$ cat src/rtl/sfifo_pkg.sv
package sfifo_pkg;

  // Width of a pointer that addresses `depth` entries (at least one bit).
  function automatic int ptr_bits(input int depth);
    return (depth > 1) ? $clog2(depth) : 1;
  endfunction

  // Width of a counter that holds the values 0..depth.
  function automatic int cnt_bits(input int depth);
    return $clog2(depth + 1);
  endfunction

endpackage

$ cat src/rtl/sfifo_rreg.sv
// Enabled register that resets to zero; ASYNC selects the reset flavour.
module sfifo_rreg #(
  parameter int unsigned W     = 1,
  parameter bit          ASYNC = 1'b1
) (
  input  logic         clk,
  input  logic         rst_n,
  input  logic         en,
  input  logic [W-1:0] d,
  output logic [W-1:0] q
);

  if (ASYNC) begin : g_async
    always_ff @(posedge clk or negedge rst_n) begin
      if (!rst_n)  q <= '0;
      else if (en) q <= d;
    end
  end else begin : g_sync
    always_ff @(posedge clk) begin
      if (!rst_n)  q <= '0;
      else if (en) q <= d;
    end
  end

endmodule

$ cat src/rtl/sfifo_ctrl.sv
// Pointer and occupancy control with flag decode.
module sfifo_ctrl
  import sfifo_pkg::*;
#(
  parameter int unsigned DEPTH     = 6,
  parameter int unsigned AF_DEPTH  = 2,
  parameter int unsigned AE_DEPTH  = 1,
  parameter bit          ASYNC_RST = 1'b1,
  localparam int         AW        = ptr_bits(DEPTH),
  localparam int         CW        = cnt_bits(DEPTH)
) (
  input  logic          clk,
  input  logic          rst_n,
  input  logic          load,
  input  logic          extract,
  output logic          wr_en,
  output logic          rd_en,
  output logic [AW-1:0] wptr,
  output logic [AW-1:0] rptr,
  output logic [CW-1:0] occ,
  output logic          empty,
  output logic          full,
  output logic          almostfull,
  output logic          almostempty
);

  localparam int SW = 2 * AW + CW;
  localparam logic [AW-1:0] LAST = AW'(DEPTH - 1);

  logic [SW-1:0] st_q, st_d;
  logic [AW-1:0] wptr_d, rptr_d;
  logic [CW-1:0] occ_d;
  int unsigned   occ_i;

  assign {wptr, rptr, occ} = st_q;

  // Acceptance: a load while full needs a same-cycle extract to make room.
  assign rd_en = extract && !empty;
  assign wr_en = load && (!full || extract);

  always_comb begin
    wptr_d = wptr;
    rptr_d = rptr;
    occ_d  = occ;
    if (wr_en) wptr_d = (wptr == LAST) ? '0 : wptr + 1'b1;
    if (rd_en) rptr_d = (rptr == LAST) ? '0 : rptr + 1'b1;
    case ({wr_en, rd_en})
      2'b10:   occ_d = occ + 1'b1;
      2'b01:   occ_d = occ - 1'b1;
      default: occ_d = occ;
    endcase
  end

  assign st_d = {wptr_d, rptr_d, occ_d};

  sfifo_rreg #(.W(SW), .ASYNC(ASYNC_RST)) u_state (
    .clk  (clk),
    .rst_n(rst_n),
    .en   (1'b1),
    .d    (st_d),
    .q    (st_q)
  );

  assign occ_i       = 32'(occ);
  assign empty       = (occ == '0);
  assign full        = (occ_i == DEPTH);
  assign almostfull  = ((DEPTH - occ_i) <= AF_DEPTH);
  assign almostempty = (occ_i <= AE_DEPTH);

endmodule

$ cat src/rtl/sfifo_store.sv
// Flip-flop storage: one write port, one asynchronous read port, no reset.
module sfifo_store #(
  parameter int unsigned WIDTH = 8,
  parameter int unsigned DEPTH = 6,
  parameter int unsigned AW    = 3
) (
  input  logic             clk,
  input  logic             wr_en,
  input  logic [AW-1:0]    wptr,
  input  logic [WIDTH-1:0] din,
  input  logic [AW-1:0]    rptr,
  output logic [WIDTH-1:0] rdata
);

  logic [WIDTH-1:0] mem [DEPTH];

  always_ff @(posedge clk) begin
    if (wr_en) mem[wptr] <= din;
  end

  assign rdata = mem[rptr];

endmodule

$ cat src/rtl/sfifo_top.sv
module sfifo_top
  import sfifo_pkg::*;
#(
  parameter int unsigned WIDTH     = 8,
  parameter int unsigned DEPTH     = 6,
  parameter int unsigned AF_DEPTH  = 2,
  parameter int unsigned AE_DEPTH  = 1,
  parameter bit          OUT_REG   = 1'b0,
  parameter bit          ASYNC_RST = 1'b1
) (
  input  logic             clk,
  input  logic             rst_n,
  input  logic             load,
  input  logic [WIDTH-1:0] datain,
  input  logic             extract,
  output logic [WIDTH-1:0] dataout,
  output logic             empty,
  output logic             full,
  output logic             almostfull,
  output logic             almostempty
);

  localparam int AW = ptr_bits(DEPTH);
  localparam int CW = cnt_bits(DEPTH);

  logic          wr_en, rd_en;
  logic [AW-1:0] wptr, rptr;
  logic [CW-1:0] occ;
  logic [WIDTH-1:0] rdata;

  sfifo_ctrl #(
    .DEPTH    (DEPTH),
    .AF_DEPTH (AF_DEPTH),
    .AE_DEPTH (AE_DEPTH),
    .ASYNC_RST(ASYNC_RST)
  ) u_ctrl (
    .clk        (clk),
    .rst_n      (rst_n),
    .load       (load),
    .extract    (extract),
    .wr_en      (wr_en),
    .rd_en      (rd_en),
    .wptr       (wptr),
    .rptr       (rptr),
    .occ        (occ),
    .empty      (empty),
    .full       (full),
    .almostfull (almostfull),
    .almostempty(almostempty)
  );

  sfifo_store #(.WIDTH(WIDTH), .DEPTH(DEPTH), .AW(AW)) u_store (
    .clk  (clk),
    .wr_en(wr_en),
    .wptr (wptr),
    .din  (datain),
    .rptr (rptr),
    .rdata(rdata)
  );

  if (OUT_REG) begin : g_out_reg
    sfifo_rreg #(.W(WIDTH), .ASYNC(ASYNC_RST)) u_out (
      .clk  (clk),
      .rst_n(rst_n),
      .en   (rd_en),
      .d    (rdata),
      .q    (dataout)
    );
  end else begin : g_out_comb
    assign dataout = rdata;
  end

endmodule

$ cat config.mk
export PLATFORM = sky130hd
export DESIGN_NAME = sfifo_top
export DESIGN_NICKNAME = d
export VERILOG_FILES = /design/src/rtl/sfifo_pkg.sv /design/src/rtl/sfifo_rreg.sv /design/src/rtl/sfifo_ctrl.sv /design/src/rtl/sfifo_store.sv /design/src/rtl/sfifo_top.sv
export SDC_FILE = /design/constraint.sdc
export NUM_CORES = 1
export LEC_CHECK = 0
export ABC_AREA = 0
export BUFFER_PORTS_ARGS = -buffer_cell sky130_fd_sc_hd__buf_2
export CORE_ASPECT_RATIO = 2
export CORE_UTILIZATION = 58
export DETAILED_ROUTE_END_ITERATION = 8
export PLACE_DENSITY = 0.78
export SLEW_MARGIN = 10
export SYNTH_ARGS = -nofsm -noshare
export SYNTH_HDL_FRONTEND = slang
export SYNTH_HIERARCHICAL = 1
export SYNTH_SLANG_ARGS = --single-unit
$ cat constraint.sdc
create_clock -name clk -period 2.9 [get_ports clk]
set_input_delay 0.58 -clock clk [delete_from_list [all_inputs] [get_ports clk]]
set_output_delay 0.58 -clock clk [all_outputs]
set_load 0.02 [all_outputs]
Yosys cells after proc, flatten, opt, wreduce, memory -nomap -nowiden:

Memory sizes are Yosys's and may differ from the RTL's.
Index checks and enable logic that the tools add are counted.

* bits in registers: 9
* RAM bits: 48
* output and inout port bits: 12
* memories kept: 1

Memory list
* u_store.mem: depth 6, width 8, read ports 1, clocked after Yosys merged registers in 0, wr ports 1, line sfifo_store.sv:15 `logic [WIDTH-1:0] mem [DEPTH];`

* add/sub/neg operators: 5
* order comparisons: 2
* equal/unequal tests: 5
* multiplexer cells: 5
* reductions and logical operators: 7

Operators by type and width (count)
* 32-bit by 2-bit <= comparator with 1-bit output, second input constant: 1
* 3-bit by 1-bit adder with 3-bit output, second input constant: 3
* 3-bit == test, second input constant: 3
* 3-bit two-way mux: 2
* 3-bit case mux with 2 select lines: 1
* 3-bit by 3-bit subtractor with 4-bit output, first input constant: 1
* 3-bit by 1-bit <= comparator with 1-bit output, second input constant: 1
* 3-bit logical NOT: 1
* 3-bit by 1-bit subtractor with 3-bit output, second input constant: 1
* 2-bit by 1-bit == test with 1-bit output, second input constant: 1
* 2-bit == test, second input constant: 1
* 1-bit logical AND: 2
* 1-bit logical NOT: 2
* 1-bit two-way mux: 2
* 2-bit nonzero test: 1
* 1-bit logical OR: 1

Depth between registers and ports, before layout:

* word-level depth: 6
* gate-level depth with buffers: 10
* gate-level depth less buffers: 10

Modules after synthesis:

Netlist, hierarchy kept.

By module, submodules not included
* sfifo_store: instances 1, cells an instance 105, area each 1918.1 sq um
* sfifo_rreg: instances 1, cells an instance 19, area each 371.6 sq um
* sfifo_ctrl: instances 1, cells an instance 51, area each 345.3 sq um

Worst setup path before layout:

No wires, ideal clock.

* kind: register to register
* start: register u_ctrl.u_state.q[0]
* end: memory u_store.mem[0][0], enable pin
* library setup time: 0.383 ns
* arrival time: 1.668 ns
* setup slack: 0.849 ns
* cell stages (with the launch flop): 8
* path through: dfrtp_1 -> inv_1 -> ha_1 -> nand2_2 -> o21ai_1 -> inv_1 -> nand2b_1 -> nor3_1

* longest elaborated chain between the ends: 6

RTL lines
* start, declared: line sfifo_rreg.sv:10 `output logic [W-1:0] q`
* start signal, assigned: line sfifo_rreg.sv:15 `if (!rst_n) q <= '0;`
* start signal, assigned: line sfifo_rreg.sv:16 `else if (en) q <= d;`
* 3-bit == test: line sfifo_ctrl.sv:66 `assign full = (occ_i == DEPTH);`
* 1-bit logical NOT: line sfifo_ctrl.sv:39 `assign wr_en = load && (!full || extract);`
* 1-bit logical OR: line sfifo_ctrl.sv:39
* 1-bit logical AND: line sfifo_ctrl.sv:39
* named net wr_en: line sfifo_top.sv:26 `logic wr_en, rd_en;`
* 1-bit two-way mux: line sfifo_store.sv:18 `if (wr_en) mem[wptr] <= din;`
* 1-bit two-way mux (not written as such): line sfifo_store.sv:18
* end, declared: line sfifo_store.sv:15

The timed path passes the listed nets, and every way through them passes these cells.

Worst setup path after layout:

* start: register u_ctrl.u_state.q[5]
* end: output port dataout[4]

* longest elaborated chain between the ends: 1

RTL lines
* memory read 6 x 8 bit
* end, declared: line sfifo_top.sv:16 `output logic [WIDTH-1:0] dataout,`

Every way passes these cells.

==> results_dict.tcl <==
set metrics [dict create \
    hold_ws_ns 0.101 \
    worst_setup_path_start_kind "flop" \
    synth_ff_type "edfxtp_1" \
    finalCriticalPeriod_ns 2.49 \
    antenna_found_initial 0 \
    synth_top_area_share_pct 54.7 \
    post-synth-top-area-cell "edfxtp_1" \
    setup_viol 0 \
    drive_gt1_share_pct 28.7 \
    avgSynthCellArea_um2 15.1 \
    maxCapViolations 0 \
    routed_via_density 5.55 \
    final_area_um2 2980 \
    synth_cells 175 \
    yosysSeqAreaShare_pct 63.2 \
    worstPathRequired_ns 2.32 \
    path_max_fanout 14 \
    grt_pass1_wl_um 7490 \
    powerDensity_nw_per_um2 1010 \
    dieArea_um2 4830 \
    reg2reg_to "u_ctrl/u_state/q[2]" \
    tightest_slew_ns 0.604 \
    clkTransAtPathRegs_ns 0.06 \
    start_util_pct 60.7 \
    synth_edf_count 48 \
    clock_path_buffers 2 \
    max_slew_margin_pct 59.6 \
    drc 0 \
    grt_pass1_vias 1572 \
    num_rows 34 \
    ys_warn_count 6 \
    clock-root-buffer "clkbuf_8" \
    slew_viol_final 0 \
    path_class "flop to output port" \
    finalClockSkew_ns 0.00599 \
    synth_area_leaders "edfxtp_1 (55%), mux2i_1 (9.5%), dfrtp_1 (8.5%)" \
    period_share_pct 86.0 \
    reg2reg_slack_ns 0.56 \
    post_cts_resized 0 \
    area_delta_synth_final_pct 13.2 \
    placed_area_um2 2810 \
    r2r_cells 10 \
    gr-total-overflow 0 \
    htree_levels 3 \
    drtIter0Drc 49 \
    synth_async_sr_flop_share_pct 15.8 \
    post-synth-top-count-cell "edfxtp_1" \
    cts_made_buffers 9 \
    end_kind "output port" \
    vdd.ir_drop.worst_mv 0.743 \
    min_path_type "input pin to asynchronous set/reset pin" \
    drt_wl_total_um 4440 \
    routed-via-count 1499 \
    nets 230 \
    slowest_delay_ns 0.56 \
    gp_congestion 0.741 \
    synth_seq_cells 57 \
    fmax_ghz 0.401 \
    crit_chain "nor2_1, a22o_1, a21oi_2, buf_2" \
    portBuffers 23 \
    wl_per_cell_um 16.5 \
    clock_latency_ns 0.33 \
    status "finished, final reports clean" \
    cts_post_setup_buffers_inserted 0 \
    die_w_um 49.7 \
    cts.sinks 57 \
    rsz0062_at_grt "false" \
    coreArea_um2 4340 \
    syn_area_um2 2640 \
    synth.distinct_cells 30 \
    hold_viol 0 \
    syn_nets 194 \
    p_total_w 0.00302 \
    hpwlAfterDp_um 3170 \
    netlist_top_cells_count "edfxtp_1 (48), mux2i_1 (25), nor2_1 (10)" \
    gr-usage-all-layers_pct 22.0 \
    cts_tree "built" \
    arrival_ns 1.91 \
    setup_tns_ns 0 \
    grt_max_degree 25 \
    final_util_pct 68.8 \
    slowest_stage "dfrtp_1" \
    antenna_cells 0 \
    antenna_left 0 \
    r2r-start "u_ctrl/u_state/q[0]" \
    die_h_um 97.3 \
    ios 24 \
    dr.pass1.iters 6 \
    cts_hold_repair.buffers 0 \
    leakagePower_nw 1.23 \
]
-- how the worst max path moves through the flow --
stage                             start             endpoint  slack, ns
finish              u_ctrl/u_state/q[5]           dataout[4]       0.41
global route        u_ctrl/u_state/q[3]           dataout[0]       0.31
CTS                 u_ctrl/u_state/q[5]           dataout[4]       0.40
detailed placement  u_ctrl/u_state/q[0]  u_ctrl/u_state/q[2]       0.57
global placement    u_ctrl/u_state/q[0]  u_ctrl/u_state/q[2]       0.63
floorplan           u_ctrl/u_state/q[0]    u_store/mem[0][0]       0.85
-- critical path, delay by kind of cell (launching register included) --
family / cells / cell delay (ns)
AO/OA/AOI/OAI: 2 / 0.29
buffers and inverters: 1 / 0.18
flip-flops: 1 / 0.56
AND/OR/NAND/NOR: 1 / 0.55
-- placed cells by master (no fill, tap or decap), drive strengths merged, types with 2 or more instances in the layout --
| cell type | count |
|---|---|
| clkbuf | 10 |
| inv | 8 |
| nor2b | 5 |
| buf | 31 |
| a22o | 8 |
| o21ai | 5 |
| nand2 | 6 |
| dfrtp | 9 |
| a21oi | 10 |
| ha | 7 |
| mux2 | 13 |
| mux2i | 25 |
| nand2b | 5 |
| xnor2 | 2 |
| clkinvlp | 2 |
| nor2 | 10 |
| nor3 | 2 |
| edfxtp | 48 |
| clkinv | 4 |
-- routing by layer --
| layer | track usage (%) | share of wire [%] |
|---|---|---|
| met2 | 38.4 | 57 |
| met4 | 14.3 | 3.3 |
| met5 | 0 | 0 |
| met3 | 5.16 | 3.0 |
| met1 | 22.4 | 36 |
-- per-stage QoR --
step / instances / setup WS, ns
2_1_floorplan: 175 / 0.849
3_3_place_gp: 254 / 0.634
3_5_place_dp: 254 / 0.569
4_1_cts: 270 / 0.402
5_1_grt: 270 / 0.309
6_report: 270 / 0.407
-- power breakdown --
| group | internal (W) | switching (W) | total [W] |
|---|---|---|---|
| Clock | 0.000324 | 0.000297 | 0.000621 |
| Sequential | 0.00105 | 0.000130 | 0.00118 |
| Combinational | 0.000551 | 0.000667 | 0.00122 |
| Total | 0.00193 | 0.00109 | 0.00302 |
-- kinds of logic (layout without fill, tap and decap cells) --
| family | Yosys count | count (layout) | share of synthesized area, % |
|---|---|---|---|
| adders and majority gates | 7 | 7 | 3.32 |
| other | 1 | 1 | 0.142 |
| buffers and inverters | 14 | 55 | 3.61 |
| muxes | 38 | 38 | 16.3 |
| xor gates and xnor gates | 2 | 2 | 0.665 |
| DFF | 57 | 57 | 63.2 |
| AOI/OAI and AO/OA | 26 | 26 | 7.08 |
| and+or+nand+nor | 30 | 30 | 5.60 |
-- area by class of cell --
type	instances	area, um^2
Sequential cell	57	1670
Fill cell	326	1360
Multi-Input combinational cell	104	873
Timing Repair Buffer	31	175
Clock buffer	10	138
Tap cell	54	67.6
Clock inverter	6	33.8
Inverter	8	30.0
-- registers in the layout, summed over array words and instances, names as in the netlist --
register,count
u_ctrl/u_state/q,9
u_store/mem,48
(Power assumes the default switching activity.)
